[config.mk]
export PLATFORM = sky130hd
export DESIGN_NAME = usec_timebase
export DESIGN_NICKNAME = d
export VERILOG_FILES = /design/src/rtl/usec_pkg.sv /design/src/rtl/usec_cfg_reg.sv /design/src/rtl/usec_frac_accum.sv /design/src/rtl/usec_counter.sv /design/src/rtl/usec_timebase.sv
export SDC_FILE = /design/constraint.sdc
export NUM_CORES = 1
export LEC_CHECK = 0
export BUFFER_PORTS_ARGS = -buffer_cell sky130_fd_sc_hd__buf_2
export CAP_MARGIN = 30
export CORE_MARGIN = 1.5
export CORE_UTILIZATION = 31
export CTS_CLUSTER_DIAMETER = 80
export CTS_CLUSTER_SIZE = 40
export DETAILED_ROUTE_END_ITERATION = 8
export PLACE_DENSITY = 0.57
export SLEW_MARGIN = 10
export SYNTH_ARGS = -nofsm -noshare
export SYNTH_HDL_FRONTEND = slang
export SYNTH_SLANG_ARGS = --single-unit
[constraint.sdc]
create_clock -name clk -period 4.7 [get_ports clk]
set_clock_uncertainty 0.15 [all_clocks]
set_input_delay 0.47 -clock clk [delete_from_list [all_inputs] [get_ports clk]]
set_output_delay 0.47 -clock clk [all_outputs]
set_load 0.01 [all_outputs]
[src/rtl/usec_pkg.sv]
package usec_pkg;
    localparam int FRAC_W = 8;
    localparam int ADDR_W = 8;
    localparam int DATA_W = 32;
    localparam int CFG_W  = 2 * FRAC_W;

    localparam logic [ADDR_W-1:0] ADDR_COUNT = 8'h10;
    localparam logic [ADDR_W-1:0] ADDR_RATIO = 8'h14;
    localparam logic [CFG_W-1:0]  RATIO_RST  = 16'h000B;

    typedef struct packed {
        logic [FRAC_W-1:0] num_m1;
        logic [FRAC_W-1:0] den_m1;
    } ratio_t;

    function automatic logic [FRAC_W:0] plus_one(input logic [FRAC_W-1:0] v);
        return {1'b0, v} + {{FRAC_W{1'b0}}, 1'b1};
    endfunction
endpackage

[src/rtl/usec_cfg_reg.sv]
module usec_cfg_reg
    import usec_pkg::*;
(
    input  logic                clk,
    input  logic                rst,
    input  logic                wr_en,
    input  logic [CFG_W-1:0]    wdata,
    output ratio_t              ratio_q
);
    always_ff @(posedge clk) begin
        if (rst) begin
            ratio_q <= ratio_t'(RATIO_RST);
        end else if (wr_en) begin
            ratio_q <= ratio_t'(wdata);
        end
    end
endmodule

[src/rtl/usec_frac_accum.sv]
module usec_frac_accum
    import usec_pkg::*;
(
    input  logic                clk,
    input  logic                rst,
    input  logic                clear,
    input  logic [FRAC_W:0]     num,
    input  logic [FRAC_W:0]     den,
    output logic                tick_o,
    output logic [FRAC_W+1:0]   acc_q
);
    localparam int ACC_W = FRAC_W + 2;

    logic [ACC_W-1:0] sum;
    logic [ACC_W-1:0] den_x;
    logic             saturate;

    assign den_x    = {1'b0, den};
    assign sum      = acc_q + {1'b0, num};
    assign saturate = (num >= den);

    always_ff @(posedge clk) begin
        if (rst || clear) begin
            acc_q  <= '0;
            tick_o <= 1'b0;
        end else if (saturate) begin
            acc_q  <= '0;
            tick_o <= 1'b1;
        end else if (sum >= den_x) begin
            acc_q  <= sum - den_x;
            tick_o <= 1'b1;
        end else begin
            acc_q  <= sum;
            tick_o <= 1'b0;
        end
    end
endmodule

[src/rtl/usec_counter.sv]
module usec_counter #(
    parameter int CNT_W = 32
) (
    input  logic             clk,
    input  logic             rst,
    input  logic             inc,
    output logic [CNT_W-1:0] cnt_q
);
    localparam logic [CNT_W-1:0] STEP = CNT_W'(1);

    always_ff @(posedge clk) begin
        if (rst) begin
            cnt_q <= '0;
        end else if (inc) begin
            cnt_q <= cnt_q + STEP;
        end
    end
endmodule

[src/rtl/usec_timebase.sv]
module usec_timebase
    import usec_pkg::*;
#(
    parameter int CNT_W = 32
) (
    input  logic              clk,
    input  logic              rst,
    input  logic [7:0]        bus_addr,
    input  logic              bus_wr,
    input  logic [31:0]       bus_wdata,
    output logic [31:0]       bus_rdata,
    output logic              tick_o
);
    ratio_t              ratio_q;
    logic                cfg_wr;
    logic [FRAC_W:0]     num;
    logic [FRAC_W:0]     den;
    logic [FRAC_W+1:0]   acc_q;
    logic [CNT_W-1:0]    cnt_q;
    logic [DATA_W-1:0]   cnt_rd;

    assign cfg_wr = bus_wr && (bus_addr == ADDR_RATIO);
    assign num    = plus_one(ratio_q.num_m1);
    assign den    = plus_one(ratio_q.den_m1);

    usec_cfg_reg u_cfg (
        .clk     (clk),
        .rst     (rst),
        .wr_en   (cfg_wr),
        .wdata   (bus_wdata[CFG_W-1:0]),
        .ratio_q (ratio_q)
    );

    usec_frac_accum u_acc (
        .clk    (clk),
        .rst    (rst),
        .clear  (cfg_wr),
        .num    (num),
        .den    (den),
        .tick_o (tick_o),
        .acc_q  (acc_q)
    );

    usec_counter #(.CNT_W(CNT_W)) u_cnt (
        .clk   (clk),
        .rst   (rst),
        .inc   (tick_o),
        .cnt_q (cnt_q)
    );

    generate
        if (CNT_W < DATA_W) begin : g_narrow
            assign cnt_rd = {{(DATA_W-CNT_W){1'b0}}, cnt_q};
        end else begin : g_full
            assign cnt_rd = cnt_q[DATA_W-1:0];
        end
    endgenerate

    always_comb begin
        case (bus_addr)
            ADDR_COUNT: bus_rdata = cnt_rd;
            ADDR_RATIO: bus_rdata = {{(DATA_W-CFG_W){1'b0}}, ratio_q};
            default:    bus_rdata = '0;
        endcase
    end
endmodule

Word level (Yosys, flattened, before mapping)
Index checks and enable logic that the tools add are counted.
Widths: inputs -> output; s select.
- register bits after elaboration: 59
- input bits: 43
- output and inout bits: 33
- word-level logic and storage cells: 21
- $add $sub $neg: 5
- $lt $le $gt $ge: 2
- equality and inequality tests: 2
- multiplexer cells: 4
- reduce and logical (&&, ||, !) cells: 3
- operators with widths (kind ; number):
    $pmux 32 s2 ; 1
    $add 32x1->32 const B ; 1
    $add 8x1->9 const B ; 2
    $eq 8x5->1 const B ; 2
    $add 10x9->10 ; 1
    $ge 10x9->1 ; 1
    $mux 10 ; 1
    $sub 10x9->10 ; 1
    $ge 9x9->1 ; 1
    $mux 1 ; 2
    $reduce_or 2->1 ; 1
    $logic_and 1x1->1 ; 1
    $logic_or 1x1->1 ; 1

Longest topological paths before layout
Gate-level depths: netlist (run 1).
- word-level depth: 5
- depth in mapped cells: 17
- depth with buffers taken out: 16

Modules after synthesis
A second synthesis (run 1) with hierarchy kept.
- cells, all modules: 499
- area total of the unflattened synthesis: 4239.1 um2
- modules (own cells, without submodules) (module ; times used ; cells an instance ; area each (um2)):
    usec_counter ; 1 ; 181 ; 1564.0
    usec_frac_accum ; 1 ; 170 ; 1407.6
    usec_timebase ; 1 ; 96 ; 681.9
    usec_cfg_reg ; 1 ; 52 ; 585.6

Worst setup path before layout (run 1)
Ideal clock, no wire load.
- kind: register to register
- from: reg u_cfg.ratio_q[8] (netlist name)
- to: reg u_acc.acc_q[2]
- arrival time: 3.306 ns
- data required time: 4.424 ns
- setup slack: 1.118 ns
- stages on the path, launching flop included: 17
- path buffers: 1
- period minus slack after synthesis: 3.582 ns
- path through: dfxtp_1 ha_1 nand3_1 xnor2_1 ha_1 nand2_1 a21o_1 a21oi_1 nor2_1 xnor2_1 ha_1 or2_2 a21oi_1 o31a_1 clkbuf_8 mux2i_1 nor2_1
- cells in the longest elaborated chain, start to end: 4
- elaborated cells on any way between the ends: 7
- those cells by class: 3 x add/sub; 2 x order compare; 1 x mux; 1 x reduce/logical
- RTL lines (what ; line ; text):
    $add 8x1->9 * ; usec_pkg.sv:17 ; return {1'b0, v} + {{FRAC_W{1'b0}}, 1'b1};
    $add 10x9->10 ; usec_frac_accum.sv:19 ; assign sum = acc_q + {1'b0, num};
    $sub 10x9->10 or $ge 10x9->1 (tied branches) ; usec_frac_accum.sv:30, usec_frac_accum.sv:29 ;
    $mux 10 ; usec_frac_accum.sv:29 ; end else if (sum >= den_x) begin
    end signal: assignment ; usec_frac_accum.sv:30 ; acc_q <= sum - den_x;
    end signal: assignment ; usec_frac_accum.sv:33 ; acc_q <= sum;
    end: declaration ; usec_frac_accum.sv:10 ; output logic [FRAC_W+1:0] acc_q
Every way passes the cells marked *; elsewhere a longest branch is shown, timed or not.
A chain may end at the register's enable or synchronous reset.

Final worst setup path (run 1)
- from: reg u_cfg.ratio_q[9] (netlist name)
- to: reg u_acc.acc_q[1]
- cells in the longest elaborated chain, start to end: 4
- elaborated cells on any way between the ends: 7
- those cells by class: 3 x add/sub; 2 x order compare; 1 x mux; 1 x reduce/logical
- RTL lines (what ; line):
    $add 8x1->9 * ; usec_pkg.sv:17
    $add 10x9->10 ; usec_frac_accum.sv:19
    $sub 10x9->10 or $ge 10x9->1 (tied branches) ; usec_frac_accum.sv:30, usec_frac_accum.sv:29
    $mux 10 ; usec_frac_accum.sv:29
Marks and branches as above.

==> flow_summary.ini, run 1 <==
[status]
status = finished, final reports clean

[detailed_routing]
drc = 0
detail_route.wl_per_cell_um = 13.6
dr.pass1.iters = 4
ant_nets = 0
first_iter_violations = 152
drt_wl_total_um = 9970
num_vias = 3647
vias_per_cell = 4.96

[place]
gp_congestion = 0.822
portBuffers = 59
hpwl_um = 7710

[yosys]
yosysWarningCount = 0
synth_cell_types = 55
syn_avg_cell_area_um2 = 8.05
yosysSeqAreaShare_pct = 29.0
ys_ff_latch = 59
synthArstFlopShare_pct = 0
synth_ff_type = dfxtp_1
syn-cell-area_um2 = 4070
synth_fp_nets = 581
synth_edf_count = 0
synthCells = 505

[timing]
worst_pin_slew_ps = 927
min_period_ps = 4100
fmax_ghz = 0.244
setup_viol = 0
grt_setup_unrepaired = no
final_max_slew_viol_count = 0
tns_ps = 0
hold_viol = 0
finalCritPeriodShare_pct = 87.2
relSlewSlack_pct = 38.2

[clock_tree]
cts.sinks = 59
cts_made_buffers = 9
cts_tree = done
cts_buffer_depth = 2
post_cts_buffers = 0
htreeDepth = 3
clockRootBuffer = clkbuf_16
clk_latency_ps = 330
postCtsHoldBufs = 0
ctsResizeCount = 0
path_clk_slew_ps = 50

[worst_setup_path]
worst_path_largest_cell_delay_ps = 400
crit_type = flop to flop
required_ps = 4790
r2r-start = u_cfg.ratio_q[9]$_SDFFE_PP0P_
cp_slowest_cell = dfxtp_1
crit_fanout = 17
crit_chain = ha_1 -> nand3_1 -> xnor2_1 -> ha_1 -> nand2_1 -> a21o_1 -> a21oi_1 -> nor2_1 -> xnor2_1 -> ha_1 -> and2_1 -> nor3_1 -> o211a_1 -> o31a_2 -> and2b_2 -> a211oi_1
crit_arrival_ps = 4190
crit_path_frequent_cell = ha_1
r2r_end = u_acc.acc_q[1]$_SDFF_PP0_
startpoint_type = flop
worst-r2r-setup-slack_ps = 600
ff2ff_path_depth = 16
cp-end-kind = flop

[pwr]
peakVddDrop_v = 0.000175
p_total_mw = 1.81
power.internal_mw = 1.23
seq_power_share_pct = 31.9
cellPowerDensity_nw_per_um2 = 378
leakage_nw = 2.04
comb_power_share_pct = 33.2
power_switching_uw = 577
clkPwrFrac_pct = 34.9
swShare_pct = 31.9

[global_routing]
grt-ovfl-total = 0
grt_pass1_wl_um = 16600
grt_max_degree = 50
grt_pass1_vias = 3510
grt_usage_pct = 14.7
grt_antenna_before_repair = 0

[floorplanning]
die_h_um = 118
die_x_um = 118
io_pins = 76
core_um2 = 12700
dieArea_um2 = 13800
rows = 41
initial_core_util_pct = 32.0

[finish]
drive_gt1_share_pct = 16.1
fin_util_pct = 37.7
nets = 636
area_delta_synth_final_pct = 17.8
antenna_cells = 0
nFillCells = 1365

[hold_path]
hp-class = primary input to flop
hold_depth = 2
holdCritStartpoint = bus_wdata[0]
holdPathEnd = u_cfg.ratio_q[0]$_SDFFE_PP1P_

[job]
cap_violations = 0
-- layout by cell type (no fill, tap or decap), types with 3 or more instances in the layout --
master     instances
nor2_1            62
nand2_1           59
buf_2             59
dfxtp_1           59
a21oi_1           42
ha_1              31
xor2_1            26
xnor2_1           22
mux2i_1           20
inv_1             17
nand3_1           17
o21ai_0           17
and2_1            16
or3_1             11
nor3_1             9
nand4_1            9
clkbuf_16          9
and3_1             8
and4_1             6
nand2b_1           4
o211ai_1           4
nor4_1             3
nand3b_1           3
a21o_1             3
o21a_1             3
or2_2              3
a211oi_1           3
-- metrics by stage --
| step | hold slack [ps] | area, um2 | cells | setup WS [ps] |
|---|---|---|---|---|
| after global placement | 318 | 4510 | 721 | 428 |
| after CTS | 208 | 4790 | 736 | 298 |
| after detailed placement | 343 | 4510 | 721 | 345 |
| after floorplan | 308 | 4070 | 505 | 1120 |
| final | 206 | 4790 | 736 | 603 |
| after global routing | 216 | 4790 | 736 | 75.1 |
-- power by group through the flow --
stage	registers [mW]	clock network, mW	logic [mW]
floorplan	0.583	0	0.498
global placement	0.588	0	0.583
detailed placement	0.589	0	0.594
CTS	0.579	0.644	0.600
global route	0.585	0.667	0.671
finish	0.578	0.631	0.600
-- synthesized netlist by cell type, types with 3 or more instances --
cell,instances,area (um2)
a211oi_1,3,22.5
a21o_1,3,22.5
a21oi_1,42,210
and2_1,16,100
and3_1,8,50.1
and4_1,6,52.6
clkbuf_1,12,45.0
dfxtp_1,59,1180
ha_1,31,388
inv_1,17,63.8
mux2i_1,20,200
nand2_1,59,221
nand2b_1,4,25.0
nand3_1,17,85.1
nand3b_1,3,22.5
nand4_1,9,56.3
nor2_1,62,233
nor3_1,9,45.0
nor4_1,3,18.8
o211ai_1,4,30.0
o21a_1,3,22.5
o21ai_0,17,85.1
or2_2,3,18.8
or3_1,11,68.8
xnor2_1,22,193
xor2_1,26,228
-- cell families (layout without fill, tap and decap cells) --
group	Yosys count	count (layout)	share of synthesized area, %
buffers and inverters	33	92	3.51
flip-flops	59	59	29.0
multiplexers	22	22	5.57
AO/OA/AOI/OAI	87	87	13.0
AND/OR/NAND/NOR	221	221	27.0
adder cells (fa/ha/maj)	33	33	10.5
XOR/XNOR	50	50	11.3
-- metal layers --
metal | routed length (um) | GRT usage, %
met3 | 319 | 2.28
met4 | 174 | 5.95
met5 | 0 | 0
met2 | 4710 | 25.0
met1 | 4770 | 18.8
-- worst max-delay path: cells and delay by family, from the launching register on --
kind | cells | cell delay [ps]
flip-flops | 1 | 400
XOR/XNOR | 2 | 480
adder cells (fa/ha/maj) | 3 | 930
AO/OA/AOI/OAI | 5 | 1180
AND/OR/NAND/NOR | 6 | 860
-- sequential cells by signal, summed over array words and instances, names as in the netlist --
register       cells
u_acc.tick_o       1
u_cnt.cnt_q       32
u_acc.acc_q       10
u_cfg.ratio_q     16
-- how the worst max path moves through the flow --
stage                                  start                        end  cells after the start
6_report       u_cfg.ratio_q[9]$_SDFFE_PP0P_  u_acc.acc_q[1]$_SDFF_PP0_                     16
5_1_grt        u_cfg.ratio_q[9]$_SDFFE_PP0P_  u_acc.acc_q[1]$_SDFF_PP0_                     16
4_1_cts        u_cfg.ratio_q[9]$_SDFFE_PP0P_  u_acc.acc_q[1]$_SDFF_PP0_                     16
3_5_place_dp   u_cfg.ratio_q[9]$_SDFFE_PP0P_  u_acc.acc_q[1]$_SDFF_PP0_                     16
3_3_place_gp   u_cfg.ratio_q[9]$_SDFFE_PP0P_  u_acc.acc_q[1]$_SDFF_PP0_                     16
2_1_floorplan  u_cfg.ratio_q[8]$_SDFFE_PP0P_  u_acc.acc_q[2]$_SDFF_PP0_                     16
-- layout make-up --
cell class	count	area [um2]	share of cell area, %
multi-input combinational	413	2740	57.3
sequential	59	1180	24.7
timing repair buffer	60	303	6.32
clock buffer	10	229	4.78
tap	172	215	4.49
inverter	17	63.8	1.33
clock inverter	5	55.1	1.15
No activity file was read; power rests on OpenSTA's default activity.
==> inputs of run 2 (changes only) <==
Settings changed: ABC_AREA set to 1, PLACE_DENSITY 0.57 to 0.56.
==> run 2 against run 1 <==
Compared with the run above:
- flip-flop and latch count is the same
- worst hold slack about the same
- setup slack improved by 220 ps
- clock-buffer cell count is 2 higher
- global-route usage up 1.4 points
- total power rose by 8.7%
- largest cell class unchanged
==> flow_summary.ini, run 2 <==
[finish]
regMostFlops = u_cnt.cnt_q
drive_gt1_share_pct = 15.3
nets = 787
fin_util_pct = 37.2
mostFrequentLayoutCell = nand2_1
mostFrequentLayoutCells = nand2_1 (115), inv_1 (109), nor2_1 (74), buf_2 (59), dfxtp_1 (59)
nFillCells = 1489
antenna_cells = 0
largest_reg_flops = 32
top_regs = u_cnt.cnt_q: 32 flops, u_cfg.ratio_q: 16 flops, u_acc.acc_q: 10 flops
area_delta_synth_final_pct = 17.7

[pwr]
power.internal_mw = 1.26
swShare_pct = 36.0
comb_power_share_pct = 36.4
cellPowerDensity_nw_per_um2 = 382
clkPwrFrac_pct = 34.0
leakage_nw = 2.40
power_switching_uw = 708
seq_power_share_pct = 29.5
peakVddDrop_v = 0.000165

[yosys]
yosysSeqAreaShare_pct = 27.0
synthCells = 653
syn-cell-area_um2 = 4380
synthArstFlopShare_pct = 0
synth_ff_type = dfxtp_1
synth_fp_nets = 729
synthTopCellsByCount = nand2_1 (115), inv_1 (109), nor2_1 (74), dfxtp_1 (59), a21oi_1 (49)
synthTopCellsByArea = dfxtp_1 (27%), nand2_1 (9.9%), inv_1 (9.4%)
yosys.area.top_type_share_pct = 27.0
synth_cell_types = 38
synth_most_common_cell = nand2_1
synth_top_area_cell = dfxtp_1
ys_ff_latch = 59
syn_avg_cell_area_um2 = 6.70
synth_edf_count = 0
yosysWarningCount = 0

[job]
cap_violations = 0

[detailed_routing]
dr.pass1.iters = 4
num_vias = 4270
drc = 0
first_iter_violations = 174
ant_nets = 0
drt_wl_total_um = 11400
vias_per_cell = 4.78
detail_route.wl_per_cell_um = 12.8

[global_routing]
grt_usage_pct = 16.1
use_met2_pct = 26.4
grt_use_met3_pct = 2.29
grt_pass1_vias = 3913
grt-ovfl-total = 0
grt_antenna_before_repair = 0
grt_busiest_layer = met2
grt_pass1_wl_um = 18800
met1_usage_pct = 21.6
grt_max_degree = 33

[clock_tree]
path_clk_slew_ps = 50
clk_latency_ps = 320
postCtsHoldBufs = 0
clockRootBuffer = clkbuf_16
cts_tree = done
cts_buffer_depth = 2
ctsResizeCount = 0
cts_made_buffers = 9
post_cts_buffers = 0
htreeDepth = 3
cts.sinks = 59

[worst_setup_path]
crit_fanout = 14
cp-end-kind = flop
required_ps = 4780
worst-r2r-setup-slack_ps = 820
crit_type = flop to flop
startpoint_type = flop
crit_arrival_ps = 3960

[timing]
grt_setup_unrepaired = no
relSlewSlack_pct = 43.0
setup_viol = 0
worst_pin_slew_ps = 854
final_max_slew_viol_count = 0
fmax_ghz = 0.258
hold_viol = 0
min_period_ps = 3880
finalCritPeriodShare_pct = 82.6
tns_ps = 0

[floorplanning]
rows = 43
die_x_um = 122
initial_core_util_pct = 31.6
dieArea_um2 = 14800
io_pins = 76
die_h_um = 122
core_um2 = 13800

[hold_path]
hp-class = primary input to flop

[status]
status = finished, final reports clean

[place]
portBuffers = 59
gp_congestion = 0.889
hpwl_um = 9000
-- run 2: cell types whose count changed after synthesis, sizes merged, moves of 11 or more --
| cell | previous run | this run |
|---|---|---|
| nand3 | 18 | 43 |
| mux2i | 20 | 0 |
| xnor2 | 22 | 4 |
| or3 | 11 | 0 |
| o21ai | 17 | 36 |
| and2 | 16 | 1 |
| o22ai | 0 | 15 |
| nor2 | 63 | 77 |
| nor3 | 9 | 26 |
| inv | 17 | 111 |
| nand2 | 59 | 129 |
-- run 2: layout make-up --
cell class	count	area (um2)	area share, %
multi-input cells	469	2720	52.8
flip-flops and latches	59	1180	22.9
inverters	112	420	8.17
repair buffers	60	303	5.88
clock buffers	12	267	5.18
well taps	180	225	4.37
clock inverters	2	35.0	0.680
-- run 2: kinds of logic (layout without fill, tap and decap cells) --
| family | after synthesis | after routing | synth area share, % |
|---|---|---|---|
| and+or+nand+nor | 303 | 303 | 33.9 |
| adders and majority gates | 33 | 33 | 9.78 |
| xor gates and xnor gates | 24 | 24 | 4.80 |
| buffers and inverters | 125 | 186 | 10.9 |
| AOI/OAI and AO/OA | 109 | 109 | 13.6 |
| DFF | 59 | 59 | 27.0 |
-- run 2: worst paths after layout --
| kind | from | end | cells after the start |
|---|---|---|---|
| setup / recovery | u_cfg.ratio_q[8]$_SDFFE_PP0P_ | u_acc.acc_q[6]$_SDFF_PP0_ | 18 |
| hold reg to reg | u_cnt.cnt_q[31]$_SDFFE_PP0P_ | u_cnt.cnt_q[31]$_SDFFE_PP0P_ | 2 |
| hold / removal | bus_wdata[1] | u_cfg.ratio_q[1]$_SDFFE_PP1P_ | 3 |
| setup reg to reg | u_cfg.ratio_q[8]$_SDFFE_PP0P_ | u_acc.acc_q[6]$_SDFF_PP0_ | 18 |
-- run 2: power by group through the flow --
stage                     Combinational [mW]  Clock, mW  Sequential [mW]
after CTS                              0.720      0.687            0.581
final                                  0.716      0.669            0.581
after floorplan                        0.586          0            0.579
after global routing                   0.816      0.710            0.585
after detailed placement               0.714          0            0.590
after global placement                 0.715          0            0.590
-- run 2: critical path, cell delays in order, from the launching register on --
cell and delay (ps):
dfxtp_1 350, inv_1 120, nor3_1 320, nand3_1 170, xor2_1 160, inv_1 90, ha_1 350, a21oi_1 330
nand3_2 140, nand2_2 110, nand2_1 70, ha_1 200, a21oi_1 250, nor2_1 110, nor3_4 270, nand3_4 230
nand2_1 120, nand2_1 50, nor2_1 180
-- run 2: stage by stage --
| step | power (mW) | worst slack, ps | hold slack [ps] | cells | cell area, um2 |
|---|---|---|---|---|---|
| 2_1_floorplan | 1.16 | 1380 | 295 | 653 | 4380 |
| 3_3_place_gp | 1.31 | 852 | 320 | 880 | 4850 |
| 3_5_place_dp | 1.30 | 842 | 321 | 880 | 4850 |
| 4_1_cts | 1.99 | 826 | 193 | 894 | 5150 |
| 5_1_grt | 2.11 | 403 | 195 | 894 | 5150 |
| 6_report | 1.97 | 818 | 205 | 894 | 5150 |
-- run 2: metal layers --
layer  part of all wire (%)  vias to the layer above
met5                      0                        -
met4                    1.7                        0
met3                    4.1                       12
met2                     45                       81
met1                     49                     1916
li1                       -                     2261
==> inputs of run 3 (changes only) <==
Settings changed: PLACE_DENSITY 0.56 to 0.58.
Clock period 4.7 ns to 3.5 ns, I/O delays scaled along.
==> run 3 against run 2 <==
Compared with the run above:
- global-route usage up 0.52 points
- setup slack worse by 670 ps
- fmax up 16%
- total power up 56%
- routed wire length up 5.2%
- die area unchanged
- sequential share of layout area down 2.5 points
- register-to-register slack worse by 670 ps
- first-iteration DRC count up 6.9%
- sequential power up 35%
- highest routed layer unchanged
==> flow_summary.ini, run 3 (same netlist as run 2, synthesis figures left out) <==
[floorplanning]
initial_core_util_pct = 31.6
io_pins = 76
die_x_um = 122
die_h_um = 122
dieArea_um2 = 14800
rows = 43
core_um2 = 13800

[detailed_routing]
first_iter_violations = 186
vias_per_cell = 4.67
num_vias = 4411
drc = 0
ant_nets = 0
drt_wl_total_um = 12000
detail_route.wl_per_cell_um = 12.7
dr.pass1.iters = 4

[finish]
nFillCells = 1483
fin_util_pct = 42.2
antenna_cells = 0
mostFrequentLayoutCells = nand2_1 (105), inv_1 (99), nor2_1 (70), buf_2 (59), dfxtp_1 (56)
largest_reg_flops = 32
nets = 836
top_regs = u_cnt.cnt_q: 32 flops, u_cfg.ratio_q: 16 flops, u_acc.acc_q: 10 flops
mostFrequentLayoutCell = nand2_1
final-seq-area_um2 = 1190
multiInputGateArea_um2 = 3000
fin_cells = 945
drive_gt1_share_pct = 27.8
area_delta_synth_final_pct = 33.2
regMostFlops = u_cnt.cnt_q

[place]
gp_congestion = 0.836
hpwl_um = 9200
dpl.cell_count = 915
portBuffers = 59

[job]
cap_violations = 0

[clock_tree]
path_clk_slew_ps = 60
htreeDepth = 3
clk_latency_ps = 320
clockRootBuffer = clkbuf_16
cts_buffer_depth = 2
cts_tree = done
cts.sinks = 59
cts_made_buffers = 9

[timing]
tns_ps = 0
hold_viol = 0
setup_viol = 0
min_period_ps = 3350
fmax_ghz = 0.299
worst_pin_slew_ps = 630
relSlewSlack_pct = 57.9
final_max_slew_viol_count = 0
grt_setup_unrepaired = yes
finalCritPeriodShare_pct = 95.7

[worst_setup_path]
r2r-start = u_cfg.ratio_q[9]$_SDFFE_PP0P_
path_buf_inv = 4
required_ps = 3600
path_delay_family = simple AND/OR/NAND/NOR gates
cp_slowest_cell = dfxtp_4
crit_fanout = 7
crit_arrival_ps = 3450
cp-end-kind = flop
startpoint = u_cfg.ratio_q[9]$_SDFFE_PP0P_
startpoint_type = flop
crit_type = flop to flop
crit_chain = inv_4 -> nor3_4 -> nand3_2 -> nor3_4 -> xor2_1 -> inv_2 -> ha_4 -> nand2_1 -> o21a_1 -> nand2_1 -> nand2_2 -> nand2_4 -> ha_4 -> inv_4 -> nor2_4 -> nor3_4 -> buf_6 -> nand3_4 -> nand2_2 -> nand2_1 -> nor2_1
worst_path_largest_cell_delay_ps = 370

[hold_path]
holdCritStartpoint = bus_wdata[1]
hp-class = primary input to flop

[global_routing]
grt_pass1_wl_um = 19500
met1_usage_pct = 22.1
grt_busiest_layer = met2
use_met2_pct = 27.9
grt_pass1_vias = 4103
grt_antenna_before_repair = 0
grt_usage_pct = 16.6
grt_use_met3_pct = 2.62
grt-ovfl-total = 0
grt_max_degree = 33

[pwr]
seq_power_share_pct = 25.6
cellPowerDensity_nw_per_um2 = 527
peakVddDrop_v = 0.000301
power_switching_mw = 1.12
leakage_nw = 2.68
swShare_pct = 36.4
clkPwrFrac_pct = 30.9
comb_power_share_pct = 43.6
power.internal_mw = 1.95
p_total_mw = 3.07

[status]
status = finished, final reports clean
run 3: power by group through the flow:
stage	Combinational (mW)	Clock, mW	Sequential, mW
after floorplan	0.786	0	0.778
after global placement	1.07	0	0.790
after detailed placement	1.08	0	0.791
after CTS	1.13	0.969	0.777
after global routing	1.49	1.00	0.791
final	1.34	0.948	0.785
run 3: area by class of cell:
class,instances,share of cell area (%)
clock buffers,10,3.93
clock inverters,6,1.55
inverters,112,7.30
multi-input cells,470,51.5
flip-flops and latches,59,20.4
well taps,180,3.86
repair buffers,108,11.4
run 3: stage by stage:
step                      area, um2  hold WS, ps  setup slack, ps
after floorplan                4380          295              181
after global routing           5830         95.2            -69.9
after detailed placement       5110          317             -120
final                          5830         84.7              151
after global placement         5110          313            -59.8
after CTS                      5470         81.7            -21.0
run 3: worst paths after layout:
kind / endpoint / slack, ps / cells past startpoint
worst max-delay path: u_acc.acc_q[1]$_SDFF_PP0_ / 150 / 21
worst min-delay path: u_cfg.ratio_q[1]$_SDFFE_PP1P_ / 80 / 3
worst max register to register: u_acc.acc_q[1]$_SDFF_PP0_ / 150 / 21
worst min register to register: u_cnt.cnt_q[31]$_SDFFE_PP0P_ / 330 / 2
run 3: worst reg2reg max path: stages (launching register included):
cell,delay (ps)
dfxtp_4,370
inv_4,40
nor3_4,170
nand3_2,140
nor3_4,200
xor2_1,180
inv_2,80
ha_4,290
nand2_1,70
o21a_1,210
nand2_1,90
nand2_2,90
nand2_4,90
ha_4,210
inv_4,60
nor2_4,40
nor3_4,270
buf_6,150
nand3_4,120
nand2_2,100
nand2_1,50
nor2_1,130
run 3: repair_timing:
item | in CTS | in global routing
hold buffers | 0 | 0
gates cloned | 1 | 0
endpoints found under the setup margin | 11 | 11
gates resized for setup | 5 | 66
pin swaps | 3 | 26
setup buffers | 1 | 12
run 3: metal layers:
metal  wire length [um]  vias to the layer above
met4                110                        0
li1                   -                     2359
met3                384                        6
met1               5830                     1962
met2               5710                       84
met5                  0                        -
